**src/rtl/flash_seq_pkg.sv**
```systemverilog
package flash_seq_pkg;
  typedef enum logic [1:0] {
    OP_ERASE = 2'd0,
    OP_PROG  = 2'd1,
    OP_LOCK  = 2'd2,
    OP_PROG2 = 2'd3
  } op_e;

  typedef enum logic [1:0] {
    ST_IDLE   = 2'd0,
    ST_PULSE  = 2'd1,
    ST_VERIFY = 2'd2,
    ST_SUSP   = 2'd3
  } st_e;
endpackage

```
**src/rtl/pulse_timer.sv**
```systemverilog
module pulse_timer #(
  parameter int PULSE_CYC = 4
) (
  input  logic clk,
  input  logic rst_n,
  input  logic run,
  input  logic clr,
  output logic last
);
  localparam int CW = (PULSE_CYC > 1) ? $clog2(PULSE_CYC) : 1;
  localparam logic [CW-1:0] LAST_V = CW'(PULSE_CYC - 1);

  logic [CW-1:0] cnt;

  assign last = (cnt == LAST_V);

  always_ff @(posedge clk) begin
    if (!rst_n || clr) cnt <= '0;
    else if (run) cnt <= last ? '0 : cnt + 1'b1;
  end

  // the pulse counter never passes the configured pulse length
  p_cnt_range_r2: assert property (@(posedge clk) disable iff (!rst_n)
    cnt <= LAST_V);
  // a held (suspended) pulse keeps its position
  p_hold_r10: assert property (@(posedge clk) disable iff (!rst_n)
    (!run && !clr) |=> $stable(cnt));
endmodule

```
**src/rtl/lock_store.sv**
```systemverilog
module lock_store #(
  parameter int NBLK  = 8,
  parameter int BLK_W = 3
) (
  input  logic             clk,
  input  logic             rst_n,
  input  logic [BLK_W-1:0] cur_blk,
  input  logic             ev_erase_ok,
  input  logic             ev_lock_ok,
  input  logic             ev_abort,
  input  logic             byp,
  output logic [NBLK-1:0]  lock_bits,
  output logic [NBLK-1:0]  invalid_bits
);
  for (genvar i = 0; i < NBLK; i++) begin : g_blk
    logic hit;
    assign hit = (cur_blk == BLK_W'(i));

    always_ff @(posedge clk) begin
      if (!rst_n) begin
        lock_bits[i]    <= 1'b1;
        invalid_bits[i] <= 1'b0;
      end else if (hit) begin
        if (ev_lock_ok) lock_bits[i] <= 1'b0;
        else if (ev_erase_ok && byp) lock_bits[i] <= 1'b1;
        if (ev_abort) invalid_bits[i] <= 1'b1;
        else if (ev_erase_ok) invalid_bits[i] <= 1'b0;
      end
    end
  end

  // a verified lock operation leaves its block locked
  p_lock_prog_r4: assert property (@(posedge clk) disable iff (!rst_n)
    ev_lock_ok |=> !lock_bits[$past(cur_blk)]);
  // an abort marks its block invalid
  p_inv_abort_r11: assert property (@(posedge clk) disable iff (!rst_n)
    ev_abort |=> invalid_bits[$past(cur_blk)]);
  // an unprotected erase success unlocks its block
  p_unlock_r6: assert property (@(posedge clk) disable iff (!rst_n)
    (ev_erase_ok && byp && !ev_abort) |=> lock_bits[$past(cur_blk)]);
endmodule

```
**src/rtl/seq_ctrl.sv**
```systemverilog
module seq_ctrl
  import flash_seq_pkg::*;
#(
  parameter int BLK_W      = 3,
  parameter int MAX_PULSES = 6
) (
  input  logic             clk,
  input  logic             rst_n,
  input  logic             req_valid,
  input  logic [1:0]       req_op,
  input  logic [BLK_W-1:0] req_blk,
  output logic             req_ready,
  input  logic             susp_req,
  input  logic             resume_req,
  input  logic             abort_req,
  input  logic             protect_on,
  input  logic             blk_locked,
  output logic             vfy_req,
  input  logic             vfy_ok,
  input  logic             pulse_last,
  output logic             timer_run,
  output logic             timer_clr,
  output logic             busy,
  output logic             suspended,
  output logic             erase_err,
  output logic             prog_err,
  output logic [BLK_W-1:0] cur_blk,
  output logic             byp_q,
  output logic             ev_erase_ok,
  output logic             ev_lock_ok,
  output logic             ev_abort
);
  localparam int TRY_W = $clog2(MAX_PULSES + 1);
  localparam logic [TRY_W-1:0] TRY_MAX = TRY_W'(MAX_PULSES);

  st_e             state, ret_state;
  op_e             op_q, op_in;
  logic [TRY_W-1:0] tries;
  logic            accept, refuse, running, halt, done_ok;

  assign op_in     = op_e'(req_op);
  assign req_ready = (state == ST_IDLE);
  assign accept    = req_valid && req_ready;
  assign refuse    = protect_on && blk_locked && (op_in != OP_LOCK);
  assign running   = (state == ST_PULSE) || (state == ST_VERIFY);
  assign busy      = running;
  assign suspended = (state == ST_SUSP);
  assign vfy_req   = (state == ST_VERIFY);
  assign halt      = abort_req || susp_req;
  assign timer_run = (state == ST_PULSE) && !halt;
  assign timer_clr = accept || abort_req;
  assign done_ok   = vfy_req && !halt && vfy_ok;
  assign ev_erase_ok = done_ok && (op_q == OP_ERASE);
  assign ev_lock_ok  = done_ok && (op_q == OP_LOCK);
  assign ev_abort    = abort_req && (state != ST_IDLE);

  always_ff @(posedge clk) begin
    if (!rst_n) begin
      state     <= ST_IDLE;
      ret_state <= ST_PULSE;
      op_q      <= OP_ERASE;
      cur_blk   <= '0;
      byp_q     <= 1'b0;
      tries     <= '0;
      erase_err <= 1'b0;
      prog_err  <= 1'b0;
    end else if (ev_abort) begin
      state <= ST_IDLE;
    end else begin
      unique case (state)
        ST_IDLE: if (accept) begin
          erase_err <= 1'b0;
          prog_err  <= 1'b0;
          if (refuse) begin
            if (op_in == OP_ERASE) erase_err <= 1'b1;
            else prog_err <= 1'b1;
          end else begin
            state   <= ST_PULSE;
            op_q    <= op_in;
            cur_blk <= req_blk;
            byp_q   <= !protect_on;
            tries   <= TRY_W'(1);
          end
        end
        ST_PULSE: begin
          if (susp_req) begin
            ret_state <= ST_PULSE;
            state     <= ST_SUSP;
          end else if (pulse_last) begin
            state <= ST_VERIFY;
          end
        end
        ST_VERIFY: begin
          if (susp_req) begin
            ret_state <= ST_VERIFY;
            state     <= ST_SUSP;
          end else if (vfy_ok) begin
            state <= ST_IDLE;
          end else if (tries == TRY_MAX) begin
            state <= ST_IDLE;
            if (op_q == OP_ERASE) erase_err <= 1'b1;
            else prog_err <= 1'b1;
          end else begin
            tries <= tries + 1'b1;
            state <= ST_PULSE;
          end
        end
        ST_SUSP: if (resume_req) state <= ret_state;
        default: state <= ST_IDLE;
      endcase
    end
  end

  // running and suspended never coincide
  p_busy_susp_excl_r8: assert property (@(posedge clk) disable iff (!rst_n)
    !(busy && suspended));
  // a suspend during an operation is taken next cycle
  p_susp_enter_r8: assert property (@(posedge clk) disable iff (!rst_n)
    (running && susp_req && !abort_req) |=> suspended);
  // suspend while idle leaves the sequencer unsuspended
  p_susp_idle_r9: assert property (@(posedge clk) disable iff (!rst_n)
    (state == ST_IDLE && susp_req) |=> !suspended);
  // abort returns to idle
  p_abort_idle_r11: assert property (@(posedge clk) disable iff (!rst_n)
    ev_abort |=> (state == ST_IDLE));
  // a refused request never starts
  p_refuse_r5: assert property (@(posedge clk) disable iff (!rst_n)
    (accept && refuse) |=> !busy);
  // pulse attempts stay within the limit
  p_tries_r7: assert property (@(posedge clk) disable iff (!rst_n)
    tries <= TRY_MAX);
endmodule

```
**src/rtl/flash_seq.sv**
```systemverilog
module flash_seq
  import flash_seq_pkg::*;
#(
  parameter int NBLK       = 8,
  parameter int PULSE_CYC  = 4,
  parameter int MAX_PULSES = 6,
  localparam int BLK_W     = (NBLK > 1) ? $clog2(NBLK) : 1
) (
  input  logic             clk,
  input  logic             rst_n,
  input  logic             req_valid,
  output logic             req_ready,
  input  logic [1:0]       req_op,
  input  logic [BLK_W-1:0] req_blk,
  input  logic             susp_req,
  input  logic             resume_req,
  input  logic             abort_req,
  input  logic             wp_n,
  input  logic             hv_override,
  output logic             vfy_req,
  input  logic             vfy_ok,
  output logic             busy,
  output logic             suspended,
  output logic             erase_err,
  output logic             prog_err,
  output logic [NBLK-1:0]  lock_bits,
  output logic [NBLK-1:0]  invalid_bits
);
  logic             protect_on, blk_locked, pulse_last, timer_run, timer_clr;
  logic             byp_q, ev_erase_ok, ev_lock_ok, ev_abort;
  logic [BLK_W-1:0] cur_blk;

  assign protect_on = !wp_n && !hv_override;
  assign blk_locked = !lock_bits[req_blk];

  seq_ctrl #(.BLK_W(BLK_W), .MAX_PULSES(MAX_PULSES)) u_ctrl (
    .clk(clk), .rst_n(rst_n), .req_valid(req_valid), .req_op(req_op),
    .req_blk(req_blk), .req_ready(req_ready), .susp_req(susp_req),
    .resume_req(resume_req), .abort_req(abort_req), .protect_on(protect_on),
    .blk_locked(blk_locked), .vfy_req(vfy_req), .vfy_ok(vfy_ok),
    .pulse_last(pulse_last), .timer_run(timer_run), .timer_clr(timer_clr),
    .busy(busy), .suspended(suspended), .erase_err(erase_err),
    .prog_err(prog_err), .cur_blk(cur_blk), .byp_q(byp_q),
    .ev_erase_ok(ev_erase_ok), .ev_lock_ok(ev_lock_ok), .ev_abort(ev_abort)
  );

  pulse_timer #(.PULSE_CYC(PULSE_CYC)) u_timer (
    .clk(clk), .rst_n(rst_n), .run(timer_run), .clr(timer_clr),
    .last(pulse_last)
  );

  lock_store #(.NBLK(NBLK), .BLK_W(BLK_W)) u_store (
    .clk(clk), .rst_n(rst_n), .cur_blk(cur_blk), .ev_erase_ok(ev_erase_ok),
    .ev_lock_ok(ev_lock_ok), .ev_abort(ev_abort), .byp(byp_q),
    .lock_bits(lock_bits), .invalid_bits(invalid_bits)
  );

  // no request is taken while an operation runs or is paused
  p_ready_r3: assert property (@(posedge clk) disable iff (!rst_n)
    (busy || suspended) |-> !req_ready);
endmodule

```
**config.mk**
```make
export PLATFORM = sky130hd
export DESIGN_NAME = flash_seq
export DESIGN_NICKNAME = d
export VERILOG_FILES = /design/src/rtl/flash_seq_pkg.sv /design/src/rtl/pulse_timer.sv /design/src/rtl/lock_store.sv /design/src/rtl/seq_ctrl.sv /design/src/rtl/flash_seq.sv
export SDC_FILE = /design/constraint.sdc
export NUM_CORES = 1
export LEC_CHECK = 0
export BUFFER_PORTS_ARGS = -buffer_cell sky130_fd_sc_hd__buf_2
export CAP_MARGIN = 25
export CORE_ASPECT_RATIO = 0.75
export CORE_MARGIN = 3
export CORE_UTILIZATION = 54
export CTS_CLUSTER_SIZE = 28
export DETAILED_ROUTE_END_ITERATION = 6
export PLACE_DENSITY_LB_ADDON = 0.05
export SLEW_MARGIN = 15
export SYNTH_ARGS = -nofsm -noshare
export SYNTH_HDL_FRONTEND = slang
export SYNTH_SLANG_ARGS = --single-unit
```
**constraint.sdc**
```tcl
create_clock -name clk -period 2.01 [get_ports clk]
set_input_delay 0.402 -clock clk [delete_from_list [all_inputs] [get_ports clk]]
set_output_delay 0.402 -clock clk [all_outputs]
set_load 0.03 [all_outputs]
```
==> results of run 1 <==
==> repair_timing <==
item	in CTS	in global routing
setup endpoints to repair	0	6
buffers inserted	0	1
gates resized for setup	0	4
==> flip-flops by register name (all words and copies together) (netlist names) <==
name	flops
u_ctrl.state	2
u_timer.cnt	2
u_ctrl.op_q	2
u_ctrl.byp_q	1
u_ctrl.erase_err	1
u_ctrl.ret_state	2
u_store.invalid_bits	8
u_store.lock_bits	8
u_ctrl.prog_err	1
u_ctrl.cur_blk	3
u_ctrl.tries	3
==> layer usage <==
metal	wire, um	track usage, %	vias up
met5	0	0	-
met4	75	9.920	0
met3	352	4.909	8
met2	2048	33.90	77
met1	2125	35.23	812
li1	-	-	833
==> final cells by class <==
class | instances | area, sq um
Timing Repair Buffer | 43 | 239.0
Multi-Input combinational cell | 152 | 1018
Inverter | 10 | 37.54
Tap cell | 38 | 47.55
Sequential cell | 33 | 660.6
Fill cell | 248 | 934.6
Clock buffer | 6 | 72.57
Clock inverter | 2 | 10.01
==> cell usage in the layout (no fill, tap or decap), drive strengths merged, types with 2 or more instances in the layout <==
cell | synthesis | final
a22oi | 3 | 3
dfxtp | 33 | 33
and2b | 2 | 2
a31oi | 5 | 5
o211ai | 10 | 10
nand3b | 5 | 5
or2 | 5 | 5
inv | 10 | 10
nand4 | 4 | 4
o21ai | 22 | 22
a2bb2oi | 2 | 2
nor2 | 13 | 13
clkbuf | 8 | 6
and3 | 2 | 2
buf | 3 | 43
a211oi | 3 | 3
nand2 | 18 | 18
nor3 | 3 | 3
clkinv | 0 | 2
ha | 7 | 7
mux2i | 8 | 8
or3 | 4 | 4
a21oi | 17 | 17
nand3 | 3 | 3
==> worst max-delay path, cell delays in order (launching register included) <==
cell     delay [ps]
dfxtp_1         350
inv_1           120
ha_2            240
inv_2            50
o31a_1          320
o32ai_4         350
buf_6           160
a21oi_1          60
nor3_1          170
==> path summary, 6_finish.rpt <==
path | end | slack [ps]
worst max-delay path | u_ctrl.prog_err | 110
worst min-delay path | u_ctrl.cur_blk[0] | 390
worst max register to register | u_ctrl.prog_err | 110
worst min register to register | u_store.invalid_bits[6] | 480
==> through the flow <==
stage               TNS [ps]  hold WS (ps)  std cells
global placement           0         463.0        275
CTS                        0         391.0        283
floorplan                  0         441.6        206
detailed placement         0         469.5        275
finish                     0         392.2        284
global route          -6.629         398.5        284
==> power groups by stage <==
| stage | combinational (uW) | clock (uW) | sequential, uW |
|---|---|---|---|
| after detailed placement | 866 | 0 | 851 |
| after global routing | 998 | 521 | 852 |
| after CTS | 876 | 490 | 837 |
| after global placement | 847 | 0 | 841 |
| after floorplan | 623 | 0 | 858 |
| final | 916 | 483 | 844 |
==> cell families (layout without fill, tap and decap cells) <==
family	after synthesis	after routing	synth area share [%]
AO/OA/AOI/OAI	72	72	27.65
multiplexers	9	9	5.401
flip-flops	33	33	37.53
AND/OR/NAND/NOR	64	64	19.26
buffers and inverters	21	61	5.188
adder cells (fa/ha/maj)	7	7	4.975
==> results.cfg, run 1 <==
[pwr]
ir_drop_uv = 714.9
swShare_pct = 40.81
p_total_uw = 2243
p_leak_uw = 0.0008507
pwr-share-comb_pct = 40.9
clockPowerShare_pct = 21.5
p_per_area_nw_per_um2 = 1075
p_int_uw = 1328
seqPwrFrac_pct = 37.6
p_switching_uw = 915.3

[clocking]
ctsHoldBuffers = 0
cts_tree = yes
cts.sinks = 33
numCtsBuffers = 5
ctsRootBufferMaster = clkbuf_8
clkTransAtPathRegs_ps = 70
htree_levels = 2
cts_buffer_depth = 2
clock_latency_ps = 290

[hold_path]
holdCritPathClass = input port to register
hold_start = req_blk[0]
min_path_cells = 3

[global_routing]
grt_max_degree = 23
grt.overflow.total = 0
antenna_found_initial = 0
grt_pass1_vias = 1529
track_usage_pct = 24.05
grt_pass1_wl_um = 7493

[synth]
synth_edf_count = 0
synth_common_cells = dfxtp_1 (33), o21ai_0 (21), nand2_1 (18), a21oi_1 (15), nor2_1 (12)
yosysWarnings = 0
avgSynthCellArea_sq_um = 8.546
yosysMostFrequentCell = dfxtp_1
syn_inst = 206
synth_cell_types = 46
async_flop_share_pct = 0
synth_nets = 227
yosysTopAreaCellShare_pct = 37.53
synth_area_leaders = dfxtp_1 (38%), o21ai_0 (6.0%), ha_1 (5.0%), mux2i_1 (4.5%), a21oi_1 (4.3%)
ys_ff_latch = 33
synth_area_leader_cell = dfxtp_1
ys_seq_area_share_pct = 37.53
synth_area_sq_um = 1760
dominantRegCellSynth = dfxtp_1

[routing]
drc = 0
initialDrtViolationCount = 116
drt-wirelength-per-cell_um = 16.20
drt_wl_total_um = 4601
viasPerCell = 6.092
ant_nets = 0
vias = 1730
dr.pass1.iters = 5

[floorplanning]
chipWidth_um = 71.93
coreArea_sq_um = 3020
fp.dieArea_sq_um = 3988
ioPinCount = 36
start_util_pct = 58.28
die_height_um = 55.45
rows = 17

[layout]
nets = 266
final_util_pct = 69.06
drive_above_1_share_pct = 27.24
syn_to_final_growth_pct = 18.48
diodes = 0
final_area_sq_um = 2086

[timing]
rsz0062_at_grt = true
setup_slack_ps = 114.2
fin_skew_ps = 7.300
hold_viol = 0
worst_pin_slew_ps = 368.1
min_period_over_period_pct = 94.32
max_clock_freq_mhz = 527.5
drv_slew = 0
setup_viol = 0
period_needed_ps = 1896
slew_headroom_pct = 75.46

[place]
io_buffer_count = 35
preCtsSetupSlack_ps = 110.2
gp_congestion = 0.7859
hpwlAfterDp_um = 3317
placed_area_sq_um = 1982

[critical_path]
cp_data_required_time_ps = 2220
rr_worst_depth = 8
crit_fanout = 5
end_kind = register
r2r-start = u_ctrl.state[0]
crit_path_start = u_ctrl.state[0]
worstPathArrival_ps = 2110
startpoint_type = register
worst-setup-path-type = register to register

[status]
status = complete, no violations

[run]
cap_violations = 0
No activity file was read; power rests on OpenSTA's default activity.
==> run 2, diff against run 1 <==
Settings changed: MAX_ROUTING_LAYER set to met4, PLACE_DENSITY set to 0.89, PLACE_DENSITY_LB_ADDON 0.05 to not set.
==> results.cfg, run 2 (synthesis gave the netlist of run 1 again) <==
[status]
status = complete, no violations

[global_routing]
use_met1_pct = 32.74
grtUsageMet2_pct = 32.46
track_usage_pct = 23.20
antenna_found_initial = 0
grt_max_degree = 23
met3_usage_pct = 5.818
grt.overflow.total = 0
grt_pass1_wl_um = 7134
busiest_layer = met1
grt_pass1_vias = 1520

[layout]
final_common_cell = buf_2
syn_to_final_growth_pct = 18.55
reg_top3 = u_store.invalid_bits x8, u_store.lock_bits x8
layout_common_cells = buf_2 (35), dfxtp_1 (31), o21ai_0 (21)
drive_above_1_share_pct = 27.76
diodes = 0
nets = 265

[hold_path]
hold_start = req_blk[0]
holdCritPathClass = input port to register

[critical_path]
startpoint_type = register
crit_path_start = u_ctrl.state[0]
worstPathArrival_ps = 2060
end_kind = register
cp_data_required_time_ps = 2220
r2r-start = u_ctrl.state[0]
crit_fanout = 7
worst-setup-path-type = register to register

[routing]
vias = 1674
ant_nets = 0
initialDrtViolationCount = 160
drt-wirelength-per-cell_um = 15.54
viasPerCell = 5.915
drt_wl_total_um = 4399
drc = 0
dr.pass1.iters = 4

[place]
io_buffer_count = 35
hpwlAfterDp_um = 3163
gp_congestion = 0.8469

[clocking]
ctsResizeCount = 0
cts_tree = yes
numCtsBuffers = 5
cts.sinks = 33
cts_buffer_depth = 2
htree_levels = 2
ctsHoldBuffers = 0
ctsRootBufferMaster = clkbuf_8
clkTransAtPathRegs_ps = 70
cts_setup_buffers = 0
clock_latency_ps = 280

[timing]
hold_viol = 0
max_clock_freq_mhz = 538.4
setup_viol = 0
period_needed_ps = 1858
slew_headroom_pct = 74.82
rsz0062_at_grt = false
min_period_over_period_pct = 92.41
whs_ps = 402.6
worst_pin_slew_ps = 377.6
fin_skew_ps = 2.815
fin_tns_setup_ps = 0
drv_slew = 0

[pwr]
ir_drop_uv = 581.2
seqPwrFrac_pct = 38.1
pwr-share-comb_pct = 40.5
clockPowerShare_pct = 21.4
p_per_area_nw_per_um2 = 1070
swShare_pct = 40.82
p_switching_uw = 911.4
p_int_uw = 1322
p_total_uw = 2233
p_leak_uw = 0.0008469

[floorplanning]
die_height_um = 55.45
rows = 17
start_util_pct = 58.28
coreArea_sq_um = 3020
chipWidth_um = 71.93
fp.dieArea_sq_um = 3988
ioPinCount = 36

[run]
cap_violations = 0
[run 2: changes by cell type in the layout (fill, tap and decap cells not counted), sizes merged]
cell and delta:
buf -1
[run 2: worst max-delay path, stage by stage, from the launching register on]
cell	delay (ps)
dfxtp_2	350
inv_1	140
ha_4	180
inv_2	40
o31a_1	320
o32ai_4	400
a31oi_1	150
a211oi_2	210
[run 2: layout make-up]
cell class | instances | area (sq um)
Fill cell | 259 | 933.4
Sequential cell | 33 | 663.1
Inverter | 10 | 37.54
Multi-Input combinational cell | 152 | 1028
Timing Repair Buffer | 42 | 227.7
Clock buffer | 6 | 72.57
Tap cell | 38 | 47.55
Clock inverter | 2 | 10.01
[run 2: through the flow]
step / std cells / worst slack [ps] / instance area, sq um / util (%)
4_1_cts: 283 / 151.5 / 2064 / 68.35
3_5_place_dp: 275 / 151.6 / 1982 / 65.62
6_report: 283 / 152.5 / 2087 / 69.10
3_3_place_gp: 275 / 182.8 / 1982 / 65.62
2_1_floorplan: 206 / 23.98 / 1760 / -
5_1_grt: 283 / 10.61 / 2087 / 69.10
[run 2: worst paths after layout]
check	cells after the start	slack, ps	to
worst max register to register	7	150	u_ctrl.tries[2]
worst min-delay path	3	400	u_ctrl.cur_blk[0]
worst max-delay path	7	150	u_ctrl.tries[2]
worst min register to register	2	480	u_store.invalid_bits[4]
[run 2: routing by layer]
metal | vias to the layer above | wire length (um)
met5 | - | 0
met1 | 764 | 2072
li1 | 832 | -
met2 | 72 | 1923
met4 | 0 | 36
met3 | 6 | 367
[run 2: power groups by stage]
stage	Combinational, uW	Sequential [uW]	Clock, uW
2_1_floorplan	623	858	0
3_3_place_gp	855	844	0
3_5_place_dp	869	850	0
4_1_cts	878	838	480
5_1_grt	985	860	510
6_report	905	850	478
==> run 3, diff against run 2 <==
Settings changed: CORE_UTILIZATION 54 to 55, PLACE_DENSITY 0.89 to 0.9.
Clock period 2.01 ns to 2.2 ns, I/O delays scaled along.
==> results.cfg, run 3 (synthesis gave the netlist of run 1 again) <==
[global_routing]
antenna_found_initial = 0
track_usage_pct = 23.97
grt_pass1_vias = 1473
grt_pass1_wl_um = 7038
grt.overflow.total = 0
grt_max_degree = 23

[timing]
drv_slew = 0
setup_viol = 0
hold_viol = 0
fin_tns_setup_ps = 0
period_needed_ps = 1908
min_period_over_period_pct = 86.72
worst_pin_slew_ps = 571.3
fin_skew_ps = 9.128
slew_headroom_pct = 61.87
rsz0062_at_grt = false
max_clock_freq_mhz = 524.1

[critical_path]
worstPathArrival_ps = 1470
worst-setup-path-type = register to primary output
startpoint_type = register
end_kind = primary output
cp_data_required_time_ps = 1760
crit_fanout = 10

[floorplanning]
die_height_um = 55.00
coreArea_sq_um = 2999
start_util_pct = 58.70
rows = 17
ioPinCount = 36
chipWidth_um = 71.33
fp.dieArea_sq_um = 3923

[layout]
syn_to_final_growth_pct = 17.48
layout_common_cells = buf_2 (35), dfxtp_1 (33), o21ai_0 (21)
final_common_cell = buf_2
drive_above_1_share_pct = 24.48
final_area_sq_um = 2068
nets = 261
diodes = 0
final_util_pct = 68.96
fill_cells = 243
reg_top3 = u_store.invalid_bits x8, u_store.lock_bits x8

[place]
hpwlAfterDp_um = 3062
gp_congestion = 0.8593
placed_area_sq_um = 1952
io_buffer_count = 35

[pwr]
p_total_uw = 2148
p_per_area_nw_per_um2 = 1038
ir_drop_uv = 727.1
p_leak_uw = 0.0008389

[routing]
ant_nets = 0
viasPerCell = 6.158
dr.pass1.iters = 4
vias = 1718
initialDrtViolationCount = 145
drt-wirelength-per-cell_um = 15.55
drc = 0
drt_wl_total_um = 4339

[clocking]
numCtsBuffers = 5
ctsResizeCount = 0
ctsRootBufferMaster = clkbuf_8
ctsHoldBuffers = 0
htree_levels = 2
clkTransAtPathRegs_ps = 70
clock_latency_ps = 290
cts_buffer_depth = 2
cts.sinks = 33
cts_tree = yes
cts_setup_buffers = 0

[status]
status = complete, no violations

[hold_path]
holdCritPathClass = input port to register

[run]
cap_violations = 0
run 3: area by class of cell:
| type | instances | area (sq um) | share of cell area [%] |
|---|---|---|---|
| Tap cell | 38 | 47.55 | 2.299 |
| Clock buffer | 7 | 86.33 | 4.174 |
| Timing Repair Buffer | 38 | 197.7 | 9.558 |
| Inverter | 10 | 37.54 | 1.815 |
| Clock inverter | 1 | 30.03 | 1.452 |
| Multi-Input combinational cell | 152 | 1008 | 48.76 |
| Sequential cell | 33 | 660.6 | 31.94 |
run 3: final timing paths:
kind | end | slack (ps) | cells past startpoint | from
hold reg to reg | u_store.invalid_bits[4] | 470 | 2 | u_store.invalid_bits[4]
hold / removal | u_ctrl.cur_blk[0] | 440 | 3 | req_blk[0]
setup / recovery | vfy_req | 290 | 4 | u_ctrl.state[0]
setup reg to reg | u_store.lock_bits[6] | 290 | 7 | u_ctrl.state[0]
run 3: per-stage QoR:
| stage | hold WS (ps) | instances | worst slack, ps |
|---|---|---|---|
| global route | 455.1 | 279 | 125.6 |
| finish | 435.6 | 279 | 292.1 |
| CTS | 440.0 | 279 | 305.3 |
| detailed placement | 464.6 | 271 | 324.2 |
| floorplan | 441.6 | 206 | 214.0 |
| global placement | 466.8 | 271 | 357.9 |
run 3: report_power, final:
group	switching (uW)	internal, uW	total, uW
clock	225	369	595
sequential	88.7	676	765
combinational	507	281	788
total	821	1330	2150
run 3: worst max-delay path, cell delays in order (launching register included):
cell and delay, ps:
dfxtp_1 350, inv_1 110, ha_1 280, buf_4 220, buf_2 210
run 3: metal layers:
metal  track usage, %  share of wire (%)
met4            5.000               0.94
met2            36.89                 43
met5                -                  0
met1            32.13                 47
met3            6.137                9.0
